**src/rtl/mq_pkg.sv**
```systemverilog
package mq_pkg;

    // Request pair presented to one port controller.
    typedef struct packed {
        logic push;
        logic pop;
    } port_req_t;

    // Result of a request: accepted or not.
    typedef enum logic [1:0] {
        OP_IDLE  = 2'b00,
        OP_PUSH  = 2'b10,
        OP_POP   = 2'b01,
        OP_BOTH  = 2'b11
    } op_kind_t;

    // Offset step inside a circular region of the given size.
    function automatic int unsigned ring_next(int unsigned off, int unsigned size);
        return (off + 1 >= size) ? 0 : off + 1;
    endfunction

    // Region is unusable: empty, too small for the headroom, or past the RAM end.
    function automatic logic region_bad(int unsigned base, int unsigned size,
                                        int unsigned margin, int unsigned depth);
        return (size == 0) || (size < 2 * margin) || (base + size > depth);
    endfunction

endpackage

```
**src/rtl/mq_ram.sv**
```systemverilog
module mq_ram #(
    parameter int AW = 6,
    parameter int DW = 16
) (
    input  logic          clk,
    input  logic          we,
    input  logic [AW-1:0] waddr,
    input  logic [DW-1:0] wdata,
    input  logic          re,
    input  logic [AW-1:0] raddr,
    output logic [DW-1:0] rdata
);
    localparam int DEPTH = 1 << AW;

    logic [DW-1:0] mem [DEPTH];

    always_ff @(posedge clk) begin
        if (we) mem[waddr] <= wdata;
    end

    always_ff @(posedge clk) begin
        if (re) rdata <= mem[raddr];
    end
endmodule

```
**src/rtl/mq_cfg_check.sv**
```systemverilog
module mq_cfg_check #(
    parameter int AW = 6,
    parameter int CW = AW + 1
) (
    input  logic [AW-1:0] base,
    input  logic [CW-1:0] size,
    input  logic [CW-1:0] margin,
    output logic          err
);
    import mq_pkg::*;
    localparam int DEPTH = 1 << AW;

    always_comb err = region_bad(32'(base), 32'(size), 32'(margin), DEPTH);
endmodule

```
**src/rtl/mq_port_ctrl.sv**
```systemverilog
module mq_port_ctrl
    import mq_pkg::*;
#(
    parameter int AW = 6,
    parameter int CW = AW + 1
) (
    input  logic          clk,
    input  logic          rst,
    input  logic [AW-1:0] cfg_base,
    input  logic [CW-1:0] cfg_size,
    input  logic [CW:0]   need,
    input  port_req_t     req,
    output logic          push_ok,
    output logic          pop_ok,
    output logic [AW-1:0] wr_addr,
    output logic [AW-1:0] rd_addr,
    output logic [CW-1:0] level,
    output logic          ready,
    output logic          ovr
);
    logic [AW-1:0] wr_off, rd_off;
    logic [CW-1:0] lvl_q;
    logic          ovr_q;
    logic [CW-1:0] free_sp;
    op_kind_t      op;

    always_comb begin
        push_ok = req.push && (lvl_q < cfg_size);
        pop_ok  = req.pop && (lvl_q != '0);
        op      = op_kind_t'({push_ok, pop_ok});
        free_sp = cfg_size - lvl_q;
        ready   = ({1'b0, free_sp} >= need);
        wr_addr = cfg_base + wr_off;
        rd_addr = cfg_base + rd_off;
        level   = lvl_q;
        ovr     = ovr_q;
    end

    always_ff @(posedge clk) begin
        if (rst) begin
            wr_off <= '0;
            rd_off <= '0;
            lvl_q  <= '0;
            ovr_q  <= 1'b0;
        end else begin
            if (push_ok) wr_off <= AW'(ring_next(32'(wr_off), 32'(cfg_size)));
            if (pop_ok)  rd_off <= AW'(ring_next(32'(rd_off), 32'(cfg_size)));
            if (req.push && !push_ok) ovr_q <= 1'b1;
            case (op)
                OP_PUSH: lvl_q <= lvl_q + 1'b1;
                OP_POP:  lvl_q <= lvl_q - 1'b1;
                default: lvl_q <= lvl_q;
            endcase
        end
    end


    lvl_bound_chk: assert property (@(posedge clk) disable iff (rst)
        lvl_q <= cfg_size);


    ovr_sticky_chk: assert property (@(posedge clk) disable iff (rst)
        ovr_q |=> ovr_q);


    both_stable_chk: assert property (@(posedge clk) disable iff (rst)
        (push_ok && pop_ok) |=> $stable(lvl_q));


    full_not_ready_chk: assert property (@(posedge clk) disable iff (rst)
        (lvl_q == cfg_size && need != '0) |-> !ready);
endmodule

```
**src/rtl/mq_shared_buf.sv**
```systemverilog
module mq_shared_buf
    import mq_pkg::*;
#(
    parameter int NPORT = 4,
    parameter int AW    = 6,
    parameter int DW    = 16,
    localparam int PW   = $clog2(NPORT),
    localparam int CW   = AW + 1
) (
    input  logic               clk,
    input  logic               rst,
    input  logic [NPORT*AW-1:0] cfg_base,
    input  logic [NPORT*CW-1:0] cfg_size,
    input  logic [CW-1:0]      cfg_burst,
    input  logic [CW-1:0]      cfg_margin,
    input  logic               wr_en,
    input  logic [PW-1:0]      wr_port,
    input  logic [DW-1:0]      wr_data,
    input  logic               rd_en,
    input  logic [PW-1:0]      rd_port,
    output logic               rd_valid,
    output logic [DW-1:0]      rd_data,
    output logic [NPORT-1:0]   port_ready,
    output logic [NPORT*CW-1:0] port_level,
    output logic [NPORT-1:0]   port_ovr,
    output logic [NPORT-1:0]   cfg_err
);
    logic [CW:0]     need;
    logic [NPORT-1:0] push_v, pop_v;
    logic [AW-1:0]   wa_a [NPORT];
    logic [AW-1:0]   ra_a [NPORT];
    logic [CW-1:0]   lvl_a [NPORT];
    logic            push_any, pop_any;
    logic [AW-1:0]   waddr, raddr;
    logic            rv_q;

    always_comb need = {1'b0, cfg_burst} + {1'b0, cfg_margin};

    for (genvar p = 0; p < NPORT; p++) begin : g_port
        port_req_t req;
        always_comb begin
            req.push = wr_en && (wr_port == PW'(p));
            req.pop  = rd_en && (rd_port == PW'(p));
        end

        mq_port_ctrl #(.AW(AW), .CW(CW)) u_ctrl (
            .clk      (clk),
            .rst      (rst),
            .cfg_base (cfg_base[p*AW +: AW]),
            .cfg_size (cfg_size[p*CW +: CW]),
            .need     (need),
            .req      (req),
            .push_ok  (push_v[p]),
            .pop_ok   (pop_v[p]),
            .wr_addr  (wa_a[p]),
            .rd_addr  (ra_a[p]),
            .level    (lvl_a[p]),
            .ready    (port_ready[p]),
            .ovr      (port_ovr[p])
        );

        mq_cfg_check #(.AW(AW), .CW(CW)) u_chk (
            .base   (cfg_base[p*AW +: AW]),
            .size   (cfg_size[p*CW +: CW]),
            .margin (cfg_margin),
            .err    (cfg_err[p])
        );

        always_comb port_level[p*CW +: CW] = lvl_a[p];
    end

    always_comb begin
        push_any = |push_v;
        pop_any  = |pop_v;
        waddr    = wa_a[wr_port];
        raddr    = ra_a[rd_port];
    end

    mq_ram #(.AW(AW), .DW(DW)) u_ram (
        .clk   (clk),
        .we    (push_any),
        .waddr (waddr),
        .wdata (wr_data),
        .re    (pop_any),
        .raddr (raddr),
        .rdata (rd_data)
    );

    always_ff @(posedge clk) begin
        if (rst) rv_q <= 1'b0;
        else     rv_q <= pop_any;
    end
    always_comb rd_valid = rv_q;


    empty_read_chk: assert property (@(posedge clk) disable iff (rst)
        (rd_en && lvl_a[rd_port] == '0) |=> !rd_valid);


    valid_cause_chk: assert property (@(posedge clk) disable iff (rst)
        rd_valid |-> $past(rd_en));


    one_hot_push_chk: assert property (@(posedge clk) disable iff (rst)
        $onehot0(push_v) && $onehot0(pop_v));
endmodule

```
**config.mk**
```make
export PLATFORM = sky130hd
export DESIGN_NAME = mq_shared_buf
export DESIGN_NICKNAME = d
export VERILOG_FILES = /design/src/rtl/mq_pkg.sv /design/src/rtl/mq_ram.sv /design/src/rtl/mq_cfg_check.sv /design/src/rtl/mq_port_ctrl.sv /design/src/rtl/mq_shared_buf.sv
export SDC_FILE = /design/constraint.sdc
export NUM_CORES = 2
export LEC_CHECK = 0
export BUFFER_PORTS_ARGS = -buffer_cell sky130_fd_sc_hd__buf_2
export CAP_MARGIN = 0
export CORE_MARGIN = 4
export CORE_UTILIZATION = 60
export CTS_CLUSTER_SIZE = 10
export DETAILED_ROUTE_END_ITERATION = 7
export HOLD_SLACK_MARGIN = 0.05
export PLACE_DENSITY = 0.78
export RECOVER_POWER = 50
export SYNTH_ARGS = -nofsm -noshare
export SYNTH_HDL_FRONTEND = slang
export SYNTH_SLANG_ARGS = --single-unit
```
**constraint.sdc**
```tcl
create_clock -name clk -period 6.7 [get_ports clk]
set_input_delay 0.67 -clock clk [delete_from_list [all_inputs] [get_ports clk]]
set_output_delay 0.67 -clock clk [all_outputs]
set_load 0.02 [all_outputs]
```
After elaboration in Yosys (flattened, before gate mapping)
Memories as Yosys holds them, arrays and structs flattened. A register that Yosys moved wholly into a read port is not among the register bits.
Index checks and enable logic that the tools add are counted.

word-level totals
  register bits after elaboration = 81
  input bits = 90
  bits in read-only memories = 0
  memories = 1
  bits in writable memories = 1,024
  bits in latches = 0
  output and inout port bits = 57

memory list
  name       words  bits a word  rd ports  clocked after Yosys merged registers in  write ports  line          source
  u_ram.mem  64     16           1         1                                        1            mq_ram.sv:15  logic [DW-1:0] mem [DEPTH];

cells by class
  shift operators = 0
  div/mod/pow operators = 0
  reduce and logical (&&, ||, !) cells = 48
  equal/unequal tests = 14
  bitwise operators = 2
  multiply operators = 0
  $add $sub $neg = 33
  order comparisons = 26
  multiplexer cells = 20

operators with widths
  cell                                                      number
  > comparator 32 x 7 -> 1 bit, second input constant       4
  2-to-1 mux 6 bit                                          12
  adder 6 x 1 -> 7 bit, second input constant               8
  greater-or-equal comparator 7 bit                         8
  one-hot mux 7 bit (2 select lines)                        4
  adder 6 bit                                               8
  adder 6 x 7 -> 8 bit                                      4
  greater-or-equal comparator 7 x 8 -> 1 bit                4
  less-than comparator 7 x 8 -> 1 bit                       4
  adder 7 x 1 -> 7 bit, second input constant               4
  logical NOT 7 bit                                         4
  less-than comparator 7 bit                                4
  nonzero test 7 bit                                        4
  subtractor 7 x 1 -> 7 bit, second input constant          4
  subtractor 7 bit                                          4
  binary-select mux 6 bit (select 2 bit)                    2
  logical AND 1 bit                                         20
  == test 2 bit, second input constant                      8
  == test 2 x 1 -> 1 bit, second input constant             6
  adder 7 x 7 -> 8 bit                                      1
  logical OR 1 bit                                          8
  nonzero test 2 bit                                        4
  OR reduction 4 bit                                        2
  greater-or-equal comparator 3 bit, second input constant  2
  4 further kinds                                           10

Depth between registers and ports, before layout
  depth after elaboration = 6
  mapped depth = 19
  depth with buffers taken out = 19

Cells and area by module
From an unflattened synthesis, not the netlist that was laid out.

unflattened totals
  cell total of the unflattened synthesis = 3,302
  area, all modules = 52,049.9 µm²

modules (own cells, without submodules)
  module                               cells each  area each (µm²)  sequential area each (µm²)  instances
  mq_ram                               1,829       40,202.3         31,230.0                    1
  mq_port_ctrl                         294         2,368.5          400.4                       4
  mq_cfg_check at g_port[2].u_chk ...  58          425.4            0.0                         2
  mq_cfg_check at g_port[0].u_chk ...  57          417.9            0.0                         2
  mq_shared_buf                        67          686.9            20.0                        1

Worst setup path after synthesis
OpenSTA, ideal clock, no wires.

  path kind = input-to-reg
  from = input cfg_size[15]
  to = memory u_ram.mem[16][0] (enable)
  data required time = 6.270 ns
  library setup time = 0.430 ns
  path slack = 1.934 ns
  arrival time = 4.336 ns
  stages = 11
  path through = ha_1 nor2b_1 o21ai_1 a21boi_0 o21ai_1 a21boi_0 a41oi_1 and4_1 buf_2 clkbuf_1 nor4_1

on the way
  word-level cells in the longest chain between the ends = 5

RTL lines
  what                                    line                 source
  from (decl)                             mq_shared_buf.sv:13  input logic [NPORT*CW-1:0] cfg_size,
  less-than comparator 7 bit              mq_port_ctrl.sv:28   push_ok = req.push && (lvl_q < cfg_size);
  logical AND 1 bit                       mq_port_ctrl.sv:28
  OR reduction 4 bit                      mq_shared_buf.sv:73  push_any = |push_v;
  2-to-1 mux 1 bit                        mq_ram.sv:18         if (we) mem[waddr] <= wdata;
  2-to-1 mux 1 bit (not written as such)  mq_ram.sv:18
  to (decl)                               mq_ram.sv:15

No other way between the ends.

Worst setup path after layout
  from = register g_port[0].u_ctrl.rd_off[0]
  to = register u_ram.rdata[0] (read register of u_ram.mem), data pin

on the way
  word-level cells in the longest chain between the ends = 4

RTL lines
  what                                                 line                 source
  from (decl)                                          mq_port_ctrl.sv:21   logic [AW-1:0] wr_off, rd_off;
  from (signal assigned)                               mq_port_ctrl.sv:47   if (pop_ok) rd_off <= AW'(ring_next(32'(rd_off), 32'(cfg_size)));
  adder 6 bit                                          mq_port_ctrl.sv:34   rd_addr = cfg_base + rd_off;
  binary-select mux 6 bit (select 2 bit)               mq_shared_buf.sv:76  raddr = ra_a[rd_port];
  2-to-1 mux 6 bit (not written as such) (2 in a row)  mq_shared_buf.sv:76
  to (decl)                                            mq_ram.sv:11         output logic [DW-1:0] rdata

No other way between the ends. The select of a mux whose other input is x is not followed.
A chain may end at the register's enable or synchronous reset.

==> impl_metrics.csv <==
group,metric,value,unit
logic_synthesis,ys_types,58,
logic_synthesis,synth_area_leaders,"edfxtp_1 61%, mux2i_1 8.1%, ha_1 5.7%",
route,first_pass_iters,6,
setup_path,crit_arrival,5770,ps
logic_synthesis,synthCells,3740,
placement,gp_congestion,0.924,
cts,cts_hold_buf,0,
cts,cts_buffer_depth,3,
cts,insertion_delay,740,ps
route,num_vias,33200,
global_route,grt_pass1_vias,32700,
cts,post-cts-setup-buffer-count,0,
layout,fin_util,68.1,%
route,wirelength,137000,um
setup_path,end_kind,"flip-flop",
global_route,antenna_found_initial,3,
logic_synthesis,synth_mux_area_share,8.51,%
setup_path,r2r_slack,1390,ps
logic_synthesis,syn_area,51200,um2
sta,relSlewSlack,-152,%
logic_synthesis,ys_top_cells_by_count,"1040 x edfxtp_1, 413 x mux2i_1, 297 x nand2_1",
global_route,grt_use_total,30.1,%
pwr,peakVddDrop,0.000248,V
cts,cts_resized,0,
logic_synthesis,avgSynthCellArea,13.7,um2
logic_synthesis,yosysMostFrequentCell,"edfxtp_1",
logic_synthesis,synth-main-ff-cell,"edfxtp_1",
die,rows,106,
layout,areaGrowthSynthToFinish,11.9,%
logic_synthesis,synth-adder-area-share,6.56,%
sta,final_min_period_over_clock_period,79.3,%
logic_synthesis,synth_seq_cells,1121,
die,core_area,84100,um2
sta,tns,0,ps
setup_path,start_kind,"flip-flop",
sta,finalSetupViolCount,0,
route,viasPerCell,6.45,
flow_run,maxCapViolations,17,
placement,dp_worst_setup_slack,1180,ps
global_route,gr-total-overflow,0,
layout,drive_above_1_share,10.0,%
setup_path,crit_type,"reg -> reg",
setup_path,crit_path_start,"g_port[0].u_ctrl.rd_off[0]",
sta,hold_viol,0,
die,die_h,300,um
logic_synthesis,synth_edf_count,1040,
logic_synthesis,synth_warnings,0,
route,drc,0,
cts,cts_tree,"built",
logic_synthesis,yosysSeqAreaShare,64.2,%
sta,skew,26.5,ps
setup_path,r2r-start,"g_port[0].u_ctrl.rd_off[0]",
logic_synthesis,netlist.area_leader.share,61.0,%
sta,clock.fmax,0.188,GHz
route,wl_per_cell,26.5,um
die,io-pin-count,147,
setup_path,regToRegEndpoint,"u_ram.rdata[0]",
logic_synthesis,synth_largest_area_cell,"edfxtp_1",
cts,cts.htree.levels,4,
placement,port_buffers,146,
pwr,power.density,279,nW/um2
logic_synthesis,synth_top_family_by_area,"multiplexers",
setup_path,crit_end,"u_ram.rdata[0]",
logic_synthesis,async_reset_ff_share,0,%
status,violations,"max-capacitance violations, max-slew violations",
die,initial_core_util,60.9,%
sta,finalWorstSetupSlack,1390,ps
worst_hold_path,hp-class,"in -> reg",
status,status,"finished with violations",
global_route,grt_first_pass_wirelength,202000,um
layout,regArea,32900,um2
sta,rsz0062_at_grt,"false",
sta,slew_violations,1058,
cts,cts_sinks,1121,
route,ant_nets,0,
layout,nets,4332,
logic_synthesis,synthSimpleGateAreaFrac,8.39,%
sta,tightest_slew,3780,ps
logic_synthesis,synth-xor-area-share,2.10,%
layout,multiInputGateArea,17100,um2
logic_synthesis,synth_compound_area_share,7.62,%
setup_path,critPathMaxFanout,31,
placement,place_area,53700,um2
die,die-area,90100,um2
pwr,power.leakage,21.7,nW
setup_path,required,7160,ps
layout,nFillCells,5778,
global_route,grt_max_degree,69,
cts,ctsRootBufferMaster,"clkbuf_16",
cts,cts_buffers,131,
setup_path,reg2regPathDepth,13,
route,drt_iter0_markers,4545,
pwr,total_power,16.0,mW
die,die_w,300,um
placement,dpl.hpwl,86700,um
logic_synthesis,synth_nets,4086,
sta,period_minus_slack,5310,ps
layout,fin_area,57300,um2
cts,path_clk_slew,60,ps
## flip-flops by register name, indices dropped and copies added (netlist names)
register	count
g_port.u_ctrl.level	28
g_port.u_ctrl.ovr	4
g_port.u_ctrl.rd_off	24
g_port.u_ctrl.wr_off	24
rd_valid	1
u_ram.mem	1024
u_ram.rdata	16
## cell families (layout without fill, tap and decap cells)
| group | count (synthesis) | after routing |
|---|---|---|
| flops | 1121 | 1121 |
| simple gates | 892 | 892 |
| compound gates | 625 | 625 |
| mux | 424 | 424 |
| buf+inv | 299 | 579 |
| fa+ha+maj | 256 | 256 |
| xor+xnor | 123 | 123 |
| other cells | 0 | 1 |
## critical path, stage by stage, from the launching register on
cell and delay, ps:
dfxtp_1 500, ha_1 270, fa_1 460, mux2_2 300, o21ai_1 130, buf_4 190, nor2_2 70, buf_4 280
nand2_2 650, buf_4 350, o22ai_1 100, nor4_1 1020, o22ai_1 230, or4_1 480
## routing by layer
| metal | track usage, % | vias to the layer above | share of wire [%] |
|---|---|---|---|
| li1 | - | 14700 | - |
| met1 | 39.8 | 16100 | 37 |
| met2 | 47.9 | 2090 | 47 |
| met3 | 7.19 | 358 | 11 |
| met4 | 13.4 | 4 | 4.6 |
| met5 | 0 | - | 0.023 |
## where the power goes
group / leakage, nW / total, mW / internal [mW] / switching [mW]
clock: 1.80 / 6.34 / 3.65 / 2.70
sequential: 10.0 / 7.77 / 7.74 / 0.0303
combinational: 9.91 / 1.85 / 0.619 / 1.23
total: 21.7 / 16.0 / 12.0 / 3.96
## metrics by stage
step                      cells  hold slack, ps
after floorplan            3740             438
after global placement     4986             448
after detailed placement   4986             452
after CTS                  5153             274
after global routing       5154             302
final                      5155             308
## cell type report
class                   instances  area share, %
flip-flops and latches       1121           57.4
multi-input cells            2320           29.9
clock buffers                 152           5.97
repair buffers                279           2.99
well taps                    1134           2.48
inverters                     133          0.872
clock inverters                15          0.461
diodes                          1        0.00437
## how the worst min path moves through the flow
| stage | to | depth (start not counted) | slack (ps) | from |
|---|---|---|---|---|
| 2_1_floorplan | g_port[0].u_ctrl.ovr | 2 | 440 | g_port[0].u_ctrl.ovr |
| 3_3_place_gp | g_port[0].u_ctrl.ovr | 2 | 450 | g_port[0].u_ctrl.ovr |
| 3_5_place_dp | g_port[3].u_ctrl.ovr | 2 | 450 | g_port[3].u_ctrl.ovr |
| 4_1_cts | g_port[1].u_ctrl.level[2] | 2 | 270 | rst |
| 5_1_grt | g_port[1].u_ctrl.level[1] | 2 | 300 | rst |
| 6_report | g_port[1].u_ctrl.level[2] | 2 | 310 | rst |
## placed cells by master (no fill, tap or decap), types with 19 or more instances in the layout
| cell type | count |
|---|---|
| edfxtp_1 | 1040 |
| mux2i_1 | 413 |
| nand2_1 | 289 |
| ha_1 | 235 |
| o22ai_1 | 204 |
| nor2_1 | 171 |
| nand3_1 | 157 |
| clkbuf_16 | 133 |
| inv_1 | 131 |
| a21oi_1 | 128 |
| buf_4 | 103 |
| o21ai_0 | 101 |
| buf_2 | 95 |
| clkbuf_1 | 88 |
| dfxtp_1 | 81 |
| a21o_1 | 77 |
| xnor2_1 | 66 |
| xor2_1 | 57 |
| nor4_1 | 43 |
| nor2b_1 | 39 |
| a211oi_1 | 30 |
| nand2b_1 | 28 |
| or4_1 | 23 |
| fa_1 | 21 |
| nand4_1 | 20 |
| and3_1 | 19 |
Note: power is estimated with default switching activity, not from simulation.
